`config.mk`:
```
export PLATFORM = sky130hd
export DESIGN_NAME = dst_adjust
export DESIGN_NICKNAME = d
export VERILOG_FILES = /design/src/rtl/dst_pkg.sv /design/src/rtl/dst_field_decode.sv /design/src/rtl/dst_rule_match.sv /design/src/rtl/dst_oneshot.sv /design/src/rtl/dst_adjust.sv
export SDC_FILE = /design/constraint.sdc
export NUM_CORES = 1
export LEC_CHECK = 0
export CAP_MARGIN = 5
export CORE_AREA = 4 4 94 96
export CTS_BUF_LIST = sky130_fd_sc_hd__clkbuf_16
export CTS_CLUSTER_SIZE = 24
export DETAILED_ROUTE_END_ITERATION = 12
export DIE_AREA = 0 0 98 100
export PLACE_DENSITY = 0.57
export SLEW_MARGIN = 10
export SYNTH_ARGS = -nofsm -noshare
export SYNTH_HDL_FRONTEND = slang
export SYNTH_HIERARCHICAL = 1
export SYNTH_SLANG_ARGS = --single-unit
```
`constraint.sdc`:
```
create_clock -name clk -period 9.7 [get_ports clk]
set_input_delay 1.455 -clock clk [delete_from_list [all_inputs] [get_ports clk]]
set_output_delay 1.455 -clock clk [all_outputs]
set_load 0.02 [all_outputs]
```
`src/rtl/dst_pkg.sv`:
```
package dst_pkg;

  typedef struct packed {
    logic [7:0] month;
    logic [7:0] mday;
    logic [7:0] wday;
    logic [7:0] hour24;
    logic [7:0] minute;
    logic [7:0] second;
    logic       pm;
  } dst_time_t;

  // raw field -> binary value
  function automatic logic [7:0] field_to_bin(input logic [7:0] raw, input logic is_bin);
    logic [7:0] tens;
    logic [7:0] ones;
    tens = {4'd0, raw[7:4]};
    ones = {4'd0, raw[3:0]};
    return is_bin ? raw : (tens * 8'd10) + ones;
  endfunction

  // binary value -> raw field
  function automatic logic [7:0] bin_to_field(input logic [7:0] val, input logic is_bin);
    logic [7:0] tens;
    logic [7:0] ones;
    tens = val / 8'd10;
    ones = val % 8'd10;
    return is_bin ? val : {tens[3:0], ones[3:0]};
  endfunction

  // raw hours byte -> 0..23
  function automatic logic [7:0] hour_to_24(input logic [7:0] raw, input logic is_24h,
                                            input logic is_bin);
    logic [7:0] h12;
    if (is_24h) return field_to_bin(raw, is_bin);
    h12 = field_to_bin({1'b0, raw[6:0]}, is_bin);
    if (h12 == 8'd12) return raw[7] ? 8'd12 : 8'd0;
    return raw[7] ? h12 + 8'd12 : h12;
  endfunction

  // 0..23 -> raw hours byte
  function automatic logic [7:0] hour_from_24(input logic [7:0] h24, input logic is_24h,
                                              input logic is_bin);
    logic [7:0] h12;
    logic [7:0] enc;
    if (is_24h) return bin_to_field(h24, is_bin);
    h12 = (h24 % 8'd12 == 8'd0) ? 8'd12 : h24 % 8'd12;
    enc = bin_to_field(h12, is_bin);
    return {(h24 >= 8'd12), enc[6:0]};
  endfunction

endpackage

```
`src/rtl/dst_field_decode.sv`:
```
module dst_field_decode
  import dst_pkg::*;
(
  input  logic       fmt_24h,
  input  logic       fmt_bin,
  input  logic [7:0] month_i,
  input  logic [7:0] mday_i,
  input  logic [7:0] wday_i,
  input  logic [7:0] hour_i,
  input  logic [7:0] min_i,
  input  logic [7:0] sec_i,
  output dst_time_t  now_o
);

  always_comb begin
    now_o.month  = field_to_bin(month_i, fmt_bin);
    now_o.mday   = field_to_bin(mday_i, fmt_bin);
    now_o.wday   = field_to_bin(wday_i, fmt_bin);
    now_o.hour24 = hour_to_24(hour_i, fmt_24h, fmt_bin);
    now_o.minute = field_to_bin(min_i, fmt_bin);
    now_o.second = field_to_bin(sec_i, fmt_bin);
    now_o.pm     = !fmt_24h && hour_i[7];
  end

endmodule

```
`src/rtl/dst_rule_match.sv`:
```
module dst_rule_match
  import dst_pkg::*;
#(
  parameter int unsigned SPRING_MONTH  = 4,
  parameter int unsigned FALL_MONTH    = 10,
  parameter int unsigned WEEK_LEN      = 7,
  parameter int unsigned MONTH_LEN     = 31,
  parameter int unsigned SUNDAY_CODE   = 1,
  parameter int unsigned SWITCH_HOUR   = 1
) (
  input  dst_time_t now_i,
  output logic      spring_hit_o,
  output logic      fall_hit_o
);

  localparam logic [7:0] FirstWeekEnd  = 8'(WEEK_LEN);
  localparam logic [7:0] LastWeekStart = 8'(MONTH_LEN - WEEK_LEN + 1);
  localparam logic [7:0] LastMinSec    = 8'd59;

  logic at_switch_edge;
  logic sunday;
  logic first_week;
  logic last_week;

  always_comb begin
    at_switch_edge = (now_i.hour24 == 8'(SWITCH_HOUR)) && !now_i.pm
                     && (now_i.minute == LastMinSec) && (now_i.second == LastMinSec);
    sunday         = (now_i.wday == 8'(SUNDAY_CODE));
    first_week     = (now_i.mday >= 8'd1) && (now_i.mday <= FirstWeekEnd);
    last_week      = (now_i.mday >= LastWeekStart) && (now_i.mday <= 8'(MONTH_LEN));
    spring_hit_o   = at_switch_edge && sunday && first_week
                     && (now_i.month == 8'(SPRING_MONTH));
    fall_hit_o     = at_switch_edge && sunday && last_week
                     && (now_i.month == 8'(FALL_MONTH));
  end

  // the two rules live in different months, never both at once
  always_comb begin
    assert_rules_exclusive_R8: assert ($onehot0({spring_hit_o, fall_hit_o}));
  end

endmodule

```
`src/rtl/dst_oneshot.sv`:
```
module dst_oneshot (
  input  logic clk,
  input  logic rst_n,
  input  logic set_i,
  input  logic clr_i,
  output logic done_o
);

  always_ff @(posedge clk or negedge rst_n) begin
    if (!rst_n)     done_o <= 1'b0;
    else if (set_i) done_o <= 1'b1;
    else if (clr_i) done_o <= 1'b0;
  end

  assert_set_sticks_R4: assert property (@(posedge clk) disable iff (!rst_n)
    set_i |=> done_o);

endmodule

```
`src/rtl/dst_adjust.sv`:
```
module dst_adjust
  import dst_pkg::*;
#(
  parameter int unsigned SPRING_MONTH = 4,
  parameter int unsigned FALL_MONTH   = 10,
  parameter int unsigned WEEK_LEN     = 7,
  parameter int unsigned MONTH_LEN    = 31,
  parameter int unsigned SUNDAY_CODE  = 1,
  parameter int unsigned SWITCH_HOUR  = 1
) (
  input  logic       clk,
  input  logic       rst_n,
  input  logic       tick,
  input  logic       dst_en,
  input  logic       fmt_24h,
  input  logic       fmt_bin,
  input  logic [7:0] month_i,
  input  logic [7:0] mday_i,
  input  logic [7:0] wday_i,
  input  logic [7:0] hour_i,
  input  logic [7:0] min_i,
  input  logic [7:0] sec_i,
  output logic       hr_load_o,
  output logic [7:0] hr_value_o
);

  localparam logic [7:0] SpringTarget = 8'(SWITCH_HOUR + 2);
  localparam logic [7:0] FallTarget   = 8'(SWITCH_HOUR);

  dst_time_t now;
  logic      spring_hit;
  logic      fall_hit;
  logic      fall_done;
  logic      spring_fire;
  logic      fall_fire;
  logic      past_switch;

  dst_field_decode u_decode (
    .fmt_24h (fmt_24h),
    .fmt_bin (fmt_bin),
    .month_i (month_i),
    .mday_i  (mday_i),
    .wday_i  (wday_i),
    .hour_i  (hour_i),
    .min_i   (min_i),
    .sec_i   (sec_i),
    .now_o   (now)
  );

  dst_rule_match #(
    .SPRING_MONTH (SPRING_MONTH),
    .FALL_MONTH   (FALL_MONTH),
    .WEEK_LEN     (WEEK_LEN),
    .MONTH_LEN    (MONTH_LEN),
    .SUNDAY_CODE  (SUNDAY_CODE),
    .SWITCH_HOUR  (SWITCH_HOUR)
  ) u_rules (
    .now_i        (now),
    .spring_hit_o (spring_hit),
    .fall_hit_o   (fall_hit)
  );

  assign spring_fire = tick && dst_en && spring_hit;
  assign fall_fire   = tick && dst_en && fall_hit && !fall_done;
  assign past_switch = now.hour24 > 8'(SWITCH_HOUR);

  dst_oneshot u_once (
    .clk    (clk),
    .rst_n  (rst_n),
    .set_i  (fall_fire),
    .clr_i  (past_switch),
    .done_o (fall_done)
  );

  always_comb begin
    hr_load_o  = spring_fire || fall_fire;
    hr_value_o = 8'h00;
    if (spring_fire)    hr_value_o = hour_from_24(SpringTarget, fmt_24h, fmt_bin);
    else if (fall_fire) hr_value_o = hour_from_24(FallTarget, fmt_24h, fmt_bin);
  end

  assert_quiet_when_off_R1: assert property (@(posedge clk) disable iff (!rst_n)
    !dst_en |-> !hr_load_o);

  assert_load_on_tick_R7: assert property (@(posedge clk) disable iff (!rst_n)
    hr_load_o |-> tick);

  assert_zero_idle_value_R10: assert property (@(posedge clk) disable iff (!rst_n)
    !hr_load_o |-> hr_value_o == 8'h00);

  assert_spring_lands_three_R2: assert property (@(posedge clk) disable iff (!rst_n)
    spring_fire |-> hour_to_24(hr_value_o, fmt_24h, fmt_bin) == SpringTarget);

  assert_fall_lands_one_R3: assert property (@(posedge clk) disable iff (!rst_n)
    fall_fire |-> hour_to_24(hr_value_o, fmt_24h, fmt_bin) == FallTarget);

  assert_fall_once_R4: assert property (@(posedge clk) disable iff (!rst_n)
    fall_fire |=> !fall_fire);

  assert_am_only_R5: assert property (@(posedge clk) disable iff (!rst_n)
    hr_load_o && !fmt_24h |-> !hr_value_o[7] && !hour_i[7]);

endmodule

```
# Word-level counts from Yosys, hierarchy flattened
# Cells that the tools add are included.
word_totals:
  register_bits: 1
  inputBits: 54
  wordCells: 75
op_classes:
  addsub: 8
  multipliers: 7
  magnitude_cmp: 5
  n_eq_ne: 7
  n_mux: 27
  reduce_logical: 20
op_table:
  columns: ["cell", "count"]
  rows:
  - ["8-bit two-way mux", 18]
  - ["8-bit by 4-bit adder with 8-bit output", 6]
  - ["4-bit by 3-bit multiplier with 7-bit output (second input constant)", 6]
  - ["8-bit by 1-bit equality test with 1-bit output (second input constant)", 2]
  - ["8-bit by 4-bit equality test with 1-bit output (second input constant)", 2]
  - ["8-bit by 6-bit equality test with 1-bit output (second input constant)", 2]
  - ["1-bit logical AND", 15]
  - ["7-bit by 4-bit adder with 8-bit output", 1]
  - ["8-bit by 4-bit adder with 8-bit output (second input constant)", 1]
  - ["8-bit by 3-bit equality test with 1-bit output (second input constant)", 1]
  - ["8-bit by 1-bit >= comparator with 1-bit output (second input constant)", 1]
  - ["8-bit by 5-bit >= comparator with 1-bit output (second input constant)", 1]
  - ["8-bit by 1-bit > comparator with 1-bit output (second input constant)", 1]
  - ["8-bit by 3-bit <= comparator with 1-bit output (second input constant)", 1]
  - ["8-bit by 5-bit <= comparator with 1-bit output (second input constant)", 1]
  - ["1-bit two-way mux", 8]
  - ["3-bit by 3-bit multiplier with 6-bit output (second input constant)", 1]
  - ["4-bit two-way mux", 1]
  - ["1-bit logical NOT", 3]
  - ["2-bit nonzero test", 1]
  - ["1-bit logical OR", 1]

# Longest topological paths before layout
# Gate-level depths: netlist (run 1).
depth:
  ltp_word: 22
  depth_mapped: 17
  depth_no_buf: 16

# Cells and area by module
# The synthesis (run 1) kept the hierarchy.
by_module_without_submodules:
  columns: ["module", "n_inst", "cells_each", "area_each_um2", "seq_area_each_um2"]
  rows:
  - ["dst_field_decode", 1, 328, 2442.3, 0.0]
  - ["dst_rule_match", 1, 23, 148.9, 0.0]
  - ["dst_adjust", 1, 15, 106.4, 0.0]
  - ["dst_oneshot", 1, 3, 36.3, 25.0]

# Worst setup path after synthesis (run 1)
# No wires, ideal clock.
synth_timing:
  path_kind: "input to output"
  start: "input port hour_i[4]"
  end: "output port hr_value_o[0]"
  arrival_ps: 4730
  slack_ps: 3515
  cell_stages: 15
  path_buffers: 2
  cell_sequence: "ha_1 -> ha_1 -> nand3_1 -> and2_1 -> clkbuf_1 -> a211o_1 -> nand4b_4 -> o21a_1 -> a221o_1 -> nor4b_1 -> nand4_1 -> nor4_1 -> and3_4 -> or2_1 -> buf_4"
synth_rtl:
  columns: ["item", "line", "rtl"]
  rows:
  - ["start: declaration", "dst_adjust.sv:20", "input logic [7:0] hour_i,"]
  - ["end: declaration", "dst_adjust.sv:24", "output logic [7:0] hr_value_o"]

==> flow_summary_export.csv, run 1 <==
group,metric,value,unit
global_route,grt_antenna_before_repair,1,
routing,vias,2600,
timing,tns,0,ns
timing,fmax,133,MHz
worst_setup_path,cp_top_family,"simple AND/OR/NAND/NOR gates",
global_route,grt-ovfl-total,0,
layout,reg.largest.list,"u_once/done_o: 1 flops",
logic_synthesis,synthCells,369,
hold_path,hold_path_class,"reg2reg",
layout,diodes,0,
power,clkPwrFrac,0,%
layout,nets,519,
timing,fin_crit_sh,77.4,%
cts,cts_hold_buf,0,
timing,hold_viol,0,
worst_setup_path,cp-end-kind,"output port",
outcome,status,"finished clean",
power,power_frac_seq,2.4,%
floorplan,die_h,100,um
power,ir_worst_vdd,0.0000217,V
layout,largest_reg_flops,1,
timing,worst_slack,2.19,ns
power,pwr-share-comb,97.6,%
layout,fill_cells,843,
global_route,grt_most_used_layer,"met2",
global_route,use_met3,0.903,%
power,p_switching,90.5,uW
floorplan,placeableCoreArea,8050,um^2
global_route,met1_usage,18.8,%
floorplan,core.rowCount,33,
worst_setup_path,slowest_delay,0.62,ns
global_route,grt_pass1_vias,2382,
layout,utilization,40.9,%
global_route,grt_max_degree,46,
cts,clk_latency,0,ns
timing,rsz0062_at_grt,"no",
worst_setup_path,cp_data_required_time,8.25,ns
layout,multi_input_area,2490,um^2
place,preCtsSetupSlack,2.22,ns
place,hpwl,5.48,mm
global_route,track_usage,12.8,%
logic_synthesis,ys_types,51,
power,intPower,87.0,uW
worst_setup_path,crit_path_top_delay_cell,"clkdlybuf4s50_1",
cts,clk_pin_slew,0,ns
routing,routed_wl,6.42,mm
layout,drive_gt1_share,2.96,%
timing,finalCriticalPeriod,7.51,ns
power,p_leak,0.00147,uW
timing,clock_skew,0,ns
power,cellPowerDensity,53.9,nW/um^2
worst_setup_path,startpoint_type,"input port",
worst_setup_path,cp.depth,15,
floorplan,die_w,98,um
worst_setup_path,crit_chain,"clkdlybuf4s50_1 -> ha_1 -> ha_1 -> a21oi_1 -> a211oi_1 -> a211o_1 -> nand4b_4 -> o21a_1 -> a221o_1 -> nor4b_1 -> nand4_1 -> nor4_1 -> and3_4 -> or2_1 -> clkdlybuf4s50_1",
timing,setup_violations,0,
worst_setup_path,reg2reg_slack,8.87,ns
logic_synthesis,synthFlopType,"dfrtp_1",
floorplan,die-area,9800,um^2
routing,initialDrtViolationCount,37,
logic_synthesis,ys_seq_elements,1,
global_route,use_met2,21.8,%
logic_synthesis,synthArstFlopShare,100,%
global_route,grt_pass1_wl,11.0,mm
floorplan,start_util,34.0,%
routing,dr.pass1.iters,4,
logic_synthesis,syn_area,2730,um^2
logic_synthesis,synth.largest_area_cell,"ha_1",
worst_setup_path,cp_data_arrival_time,6.05,ns
logic_synthesis,synth_top_area_share,21.1,%
cts,cts-resized-gates,0,
layout,top_register,"u_once/done_o",
place,place_congestion,0.841,
cts,cts_setup_buffers,0,
routing,postRouteAntennaNets,0,
timing,slew_viol_final,0,
routing,routedWlPerCell,12.6,um
hold_path,hold_depth,1,
logic_synthesis,yosys_warnings,6,
routing,drt-vias-per-instance,5.10,
timing,maxSlewHeadroom,49.2,%
timing,holdWs,0.486,ns
logic_synthesis,seq_area_frac_synth,0.915,%
floorplan,io_pins,63,
layout,register_area,25.0,um^2
run,max-cap-violations,0,
worst_setup_path,worst_r2r_path_depth,2,
worst_setup_path,timing.critical_path.buf_inv,2,
place,portBuffers,56,
logic_synthesis,synth_area_per_cell,7.41,um^2
logic_synthesis,synth_area_leaders,"ha_1 21%, xor2_1 9.3%, fa_1 8.8%, o21ai_0 7.1%, nand2_1 6.0%",
worst_setup_path,cp_max_fo,6,
logic_synthesis,synth_enable_flop_cells,0,
routing,drc,0,
layout,area_delta_synth_final,20.5,%
power,switching_share,51.0,%
worst_setup_path,crit_type,"in2out",
timing,worst_pin_slew,0.762,ns
==> per-stage QoR <==
step | std cells | total power [uW] | area (um^2)
2_1_floorplan | 374 | 129 | 2750
3_3_place_gp | 510 | 175 | 3300
3_5_place_dp | 510 | 177 | 3300
4_1_cts | 510 | 178 | 3300
5_1_grt | 510 | 201 | 3300
6_report | 510 | 178 | 3300
==> worst paths after layout <==
path,startpoint,endpoint
setup / recovery,hour_i[6],hr_load_o
hold / removal,u_once/done_o,u_once/done_o
setup reg to reg,u_once/done_o,u_once/done_o
hold reg to reg,u_once/done_o,u_once/done_o
max in group asynchronous,rst_n,u_once/done_o
min in group asynchronous,rst_n,u_once/done_o
==> worst reg2reg max path: stages (launching register included) <==
cell	delay, ns
dfrtp_1	0.33
and4b_1	0.22
a21o_1	0.16
==> synth_stat cells (3+ instances only) <==
master    instances
fa_1             12
nor2_1           18
nand3_1           4
nor3_1            4
a211o_1           4
inv_1            23
nor4_1            6
nand2_1          44
xnor2_1          10
o21a_1            3
a21oi_1          10
mux2i_1           3
nor2b_1          14
a21o_1            7
mux2_2            6
clkbuf_1          9
ha_1             46
o31ai_1           5
nand4_1           5
or3_1             3
nand2b_1          6
and2_1            4
a211oi_1          6
o21ai_0          39
xor2_1           29
buf_2             4
o211ai_1          3
buf_4            13
==> power by group through the flow <==
stage | clock network, uW | logic, uW | registers, uW
final | 0 | 173 | 4.25
after CTS | 0 | 174 | 4.25
after detailed placement | 0 | 173 | 4.25
after global placement | 0 | 171 | 4.25
after global routing | 0 | 197 | 4.25
after floorplan | 0 | 125 | 4.25
==> placed cells by master (no fill, tap or decap), types with 3 or more instances in the layout <==
master / Yosys / layout
a211o_1: 4 / 4
a211oi_1: 6 / 6
a21o_1: 7 / 7
a21oi_1: 10 / 10
and2_1: 4 / 4
clkdlybuf4s50_1: 0 / 55
conb_1: 1 / 6
fa_1: 12 / 12
ha_1: 46 / 46
inv_1: 23 / 23
mux2_2: 6 / 6
mux2i_1: 3 / 3
nand2_1: 44 / 44
nand2b_1: 6 / 6
nand3_1: 4 / 4
nand4_1: 5 / 5
nor2_1: 18 / 18
nor2b_1: 14 / 14
nor3_1: 4 / 4
nor4_1: 6 / 6
o211ai_1: 3 / 3
o21a_1: 3 / 3
o21ai_0: 39 / 39
o31ai_1: 5 / 5
or3_1: 3 / 3
xnor2_1: 10 / 10
xor2_1: 29 / 29
==> kinds of logic after synthesis <==
family | synth area share [%]
DFF | 0.915
muxes | 3.57
xor gates and xnor gates | 12.5
buffers and inverters | 8.70
other | 0.137
adders and majority gates | 29.8
and+or+nand+nor | 24.9
AOI/OAI and AO/OA | 19.4
==> routing by layer <==
| layer | part of all wire (%) | vias up |
|---|---|---|
| li1 | - | 1354 |
| met1 | 49 | 1194 |
| met2 | 47 | 48 |
| met3 | 3.5 | 2 |
| met4 | 0 | 2 |
| met5 | 0.20 | - |
==> cell type report <==
class	instances	share of cell area [%]
tap	105	3.99
timing repair buffer	57	17.1
sequential	1	0.759
inverter	23	2.62
multi-input combinational	324	75.6
(Power assumes the default switching activity.)
==> run 2, diff against run 1 <==
==> constraint.sdc (replaced) <==
create_clock -name clk -period 7.9 [get_ports clk]
set_input_delay 1.185 -clock clk [delete_from_list [all_inputs] [get_ports clk]]
set_output_delay 1.185 -clock clk [all_outputs]
set_load 0.02 [all_outputs]
==> run 2 against run 1 <==
Compared with the run above:
- global-route usage increased by 0.18 points
- largest cell class unchanged
- worst hold slack worse by 0.026 ns
- cell count is the same
- sequential power grew 23%
- critical path type unchanged
- clock skew unchanged
- final area unchanged
- core utilization did not move
- register-to-register slack lost 1.8 ns
- first-iteration DRC count grew 65%
==> flow_summary_export.csv, run 2 (synthesis gave the netlist of run 1 again) <==
group,metric,value,unit
power,clkPwrFrac,0,%
layout,fill_cells,840,
layout,drive_gt1_share,2.96,%
floorplan,io_pins,63,
routing,routed_wl,6.42,mm
power,switching_share,50.9,%
worst_setup_path,timing.rr.start,"u_once/done_o",
timing,tns,0,ns
global_route,grt-ovfl-total,0,
layout,nets,519,
layout,diodes,0,
timing,clock_skew,0,ns
timing,finalCriticalPeriod,6.98,ns
power,cellPowerDensity,66.0,nW/um^2
layout,top_register,"u_once/done_o",
routing,dr.pass1.iters,6,
floorplan,die_w,98,um
global_route,grt_max_degree,45,
layout,final_cell_mix,"55 x clkdlybuf4s50_1, 46 x ha_1, 44 x nand2_1",
layout,layout_commonest_cell,"clkdlybuf4s50_1",
timing,slew_viol_final,0,
worst_setup_path,reg2reg_slack,7.09,ns
worst_setup_path,crit_type,"in2out",
timing,setup_violations,0,
layout,instances_no_fill,510,
floorplan,start_util,34.0,%
routing,vias,2566,
cts,clk_latency,0,ns
worst_setup_path,cp_max_fo,6,
routing,routedWlPerCell,12.6,um
routing,drt-vias-per-instance,5.03,
power,pwr-share-comb,97.6,%
outcome,status,"finished clean",
power,intPower,107,uW
power,power_frac_seq,2.4,%
worst_setup_path,slowest_delay,0.64,ns
cts,cts_hold_buf,0,
worst_setup_path,cp_data_arrival_time,5.79,ns
place,place_congestion,0.853,
power,p_leak,0.00147,uW
worst_setup_path,crit_chain,"clkdlybuf4s50_1 -> ha_1 -> ha_1 -> a21oi_1 -> a211oi_1 -> a211o_1 -> nand4b_4 -> o21a_1 -> a221o_1 -> nor4b_1 -> nand4_1 -> nor4_1 -> and3_4 -> or2_1 -> clkdlybuf4s50_1",
floorplan,placeableCoreArea,8050,um^2
worst_setup_path,worst_r2r_path_depth,2,
worst_setup_path,r2r_end,"u_once/done_o",
hold_path,min_to,"u_once/done_o",
timing,rsz0062_at_grt,"no",
worst_setup_path,crit_path_top_delay_cell,"clkdlybuf4s50_1",
place,portBuffers,56,
hold_path,hold_depth,1,
routing,postRouteAntennaNets,0,
timing,maxSlewHeadroom,54.8,%
worst_setup_path,cp-end-kind,"output port",
layout,reg.largest.list,"u_once/done_o: 1 flops",
global_route,track_usage,12.9,%
floorplan,core.rowCount,33,
hold_path,hold_path.startpoint,"u_once/done_o",
power,ir_worst_vdd,0.0000253,V
layout,largest_reg_flops,1,
worst_setup_path,startpoint_type,"input port",
timing,fin_crit_sh,88.3,%
cts,clk_pin_slew,0,ns
hold_path,hold_path_class,"reg2reg",
worst_setup_path,cp_data_required_time,6.71,ns
layout,area_delta_synth_final,20.5,%
run,max-cap-violations,0,
cts,cts-resized-gates,0,
floorplan,die-area,9800,um^2
global_route,grt_antenna_before_repair,1,
place,place_inst,510,
cts,cts_setup_buffers,0,
timing,fmax,143,MHz
global_route,grt_pass1_vias,2437,
floorplan,die_h,100,um
timing,worst_pin_slew,0.678,ns
power,p_switching,111,uW
timing,hold_viol,0,
routing,drc,0,
global_route,grt_pass1_wl,11.1,mm
routing,initialDrtViolationCount,61,
place,hpwl,5.57,mm
==> run 2: cell counts in the layout (fill, tap and decap cells not counted) <==
Identical to the previous run, type by type.
==> run 2: metal layers <==
metal / wire [um] / vias to the layer above / track usage (%)
li1: - / 1360 / -
met5: 13 / - / 0
met2: 2960 / 47 / 22.1
met3: 256 / 4 / 1.11
met4: 16 / 2 / 0.319
met1: 3180 / 1153 / 18.8
==> run 2: area by class of cell <==
cell class	instances	area, um^2	area share (%)
sequential	1	25.0	0.759
multi-input combinational	324	2490	75.6
tap	105	131	3.99
timing repair buffer	57	563	17.1
inverter	23	86.3	2.62
==> run 2: power by group through the flow <==
stage | Combinational (uW) | Clock, uW | Sequential (uW)
2_1_floorplan | 153 | 0 | 5.22
3_3_place_gp | 210 | 0 | 5.22
3_5_place_dp | 213 | 0 | 5.22
4_1_cts | 215 | 0 | 5.22
5_1_grt | 242 | 0 | 5.22
6_report | 212 | 0 | 5.21
==> run 2: stage by stage <==
| step | power (uW) | setup WS [ns] | utilization [%] | hold WS, ns | cell area [um^2] |
|---|---|---|---|---|---|
| 6_report | 218 | 0.924 | 40.9 | 0.460 | 3300 |
| 5_1_grt | 247 | 0.542 | 40.9 | 0.498 | 3300 |
| 4_1_cts | 220 | 0.957 | 40.9 | 0.465 | 3300 |
| 3_5_place_dp | 218 | 0.970 | 40.9 | 0.465 | 3300 |
| 3_3_place_gp | 215 | 1.11 | 40.9 | 0.460 | 3300 |
| 2_1_floorplan | 159 | 2.26 | - | 0.446 | 2750 |
==> run 2: worst max-delay path, delay by kind of cell <==
kind	cells	cell delay, ns
AO/OA/AOI/OAI	5	1.31
adder cells (fa/ha/maj)	2	0.63
buffers and inverters	2	1.24
AND/OR/NAND/NOR	6	1.42
==> run 2: how the worst max path moves through the flow <==
stage               slack (ns)       endpoint      start
finish                    0.92  hr_value_o[0]  hour_i[6]
global route              0.54      hr_load_o  hour_i[6]
CTS                       0.96  hr_value_o[0]  hour_i[6]
detailed placement        0.97  hr_value_o[0]  hour_i[6]
global placement          1.11      hr_load_o  hour_i[6]
floorplan                 2.26  hr_value_o[0]  hour_i[4]
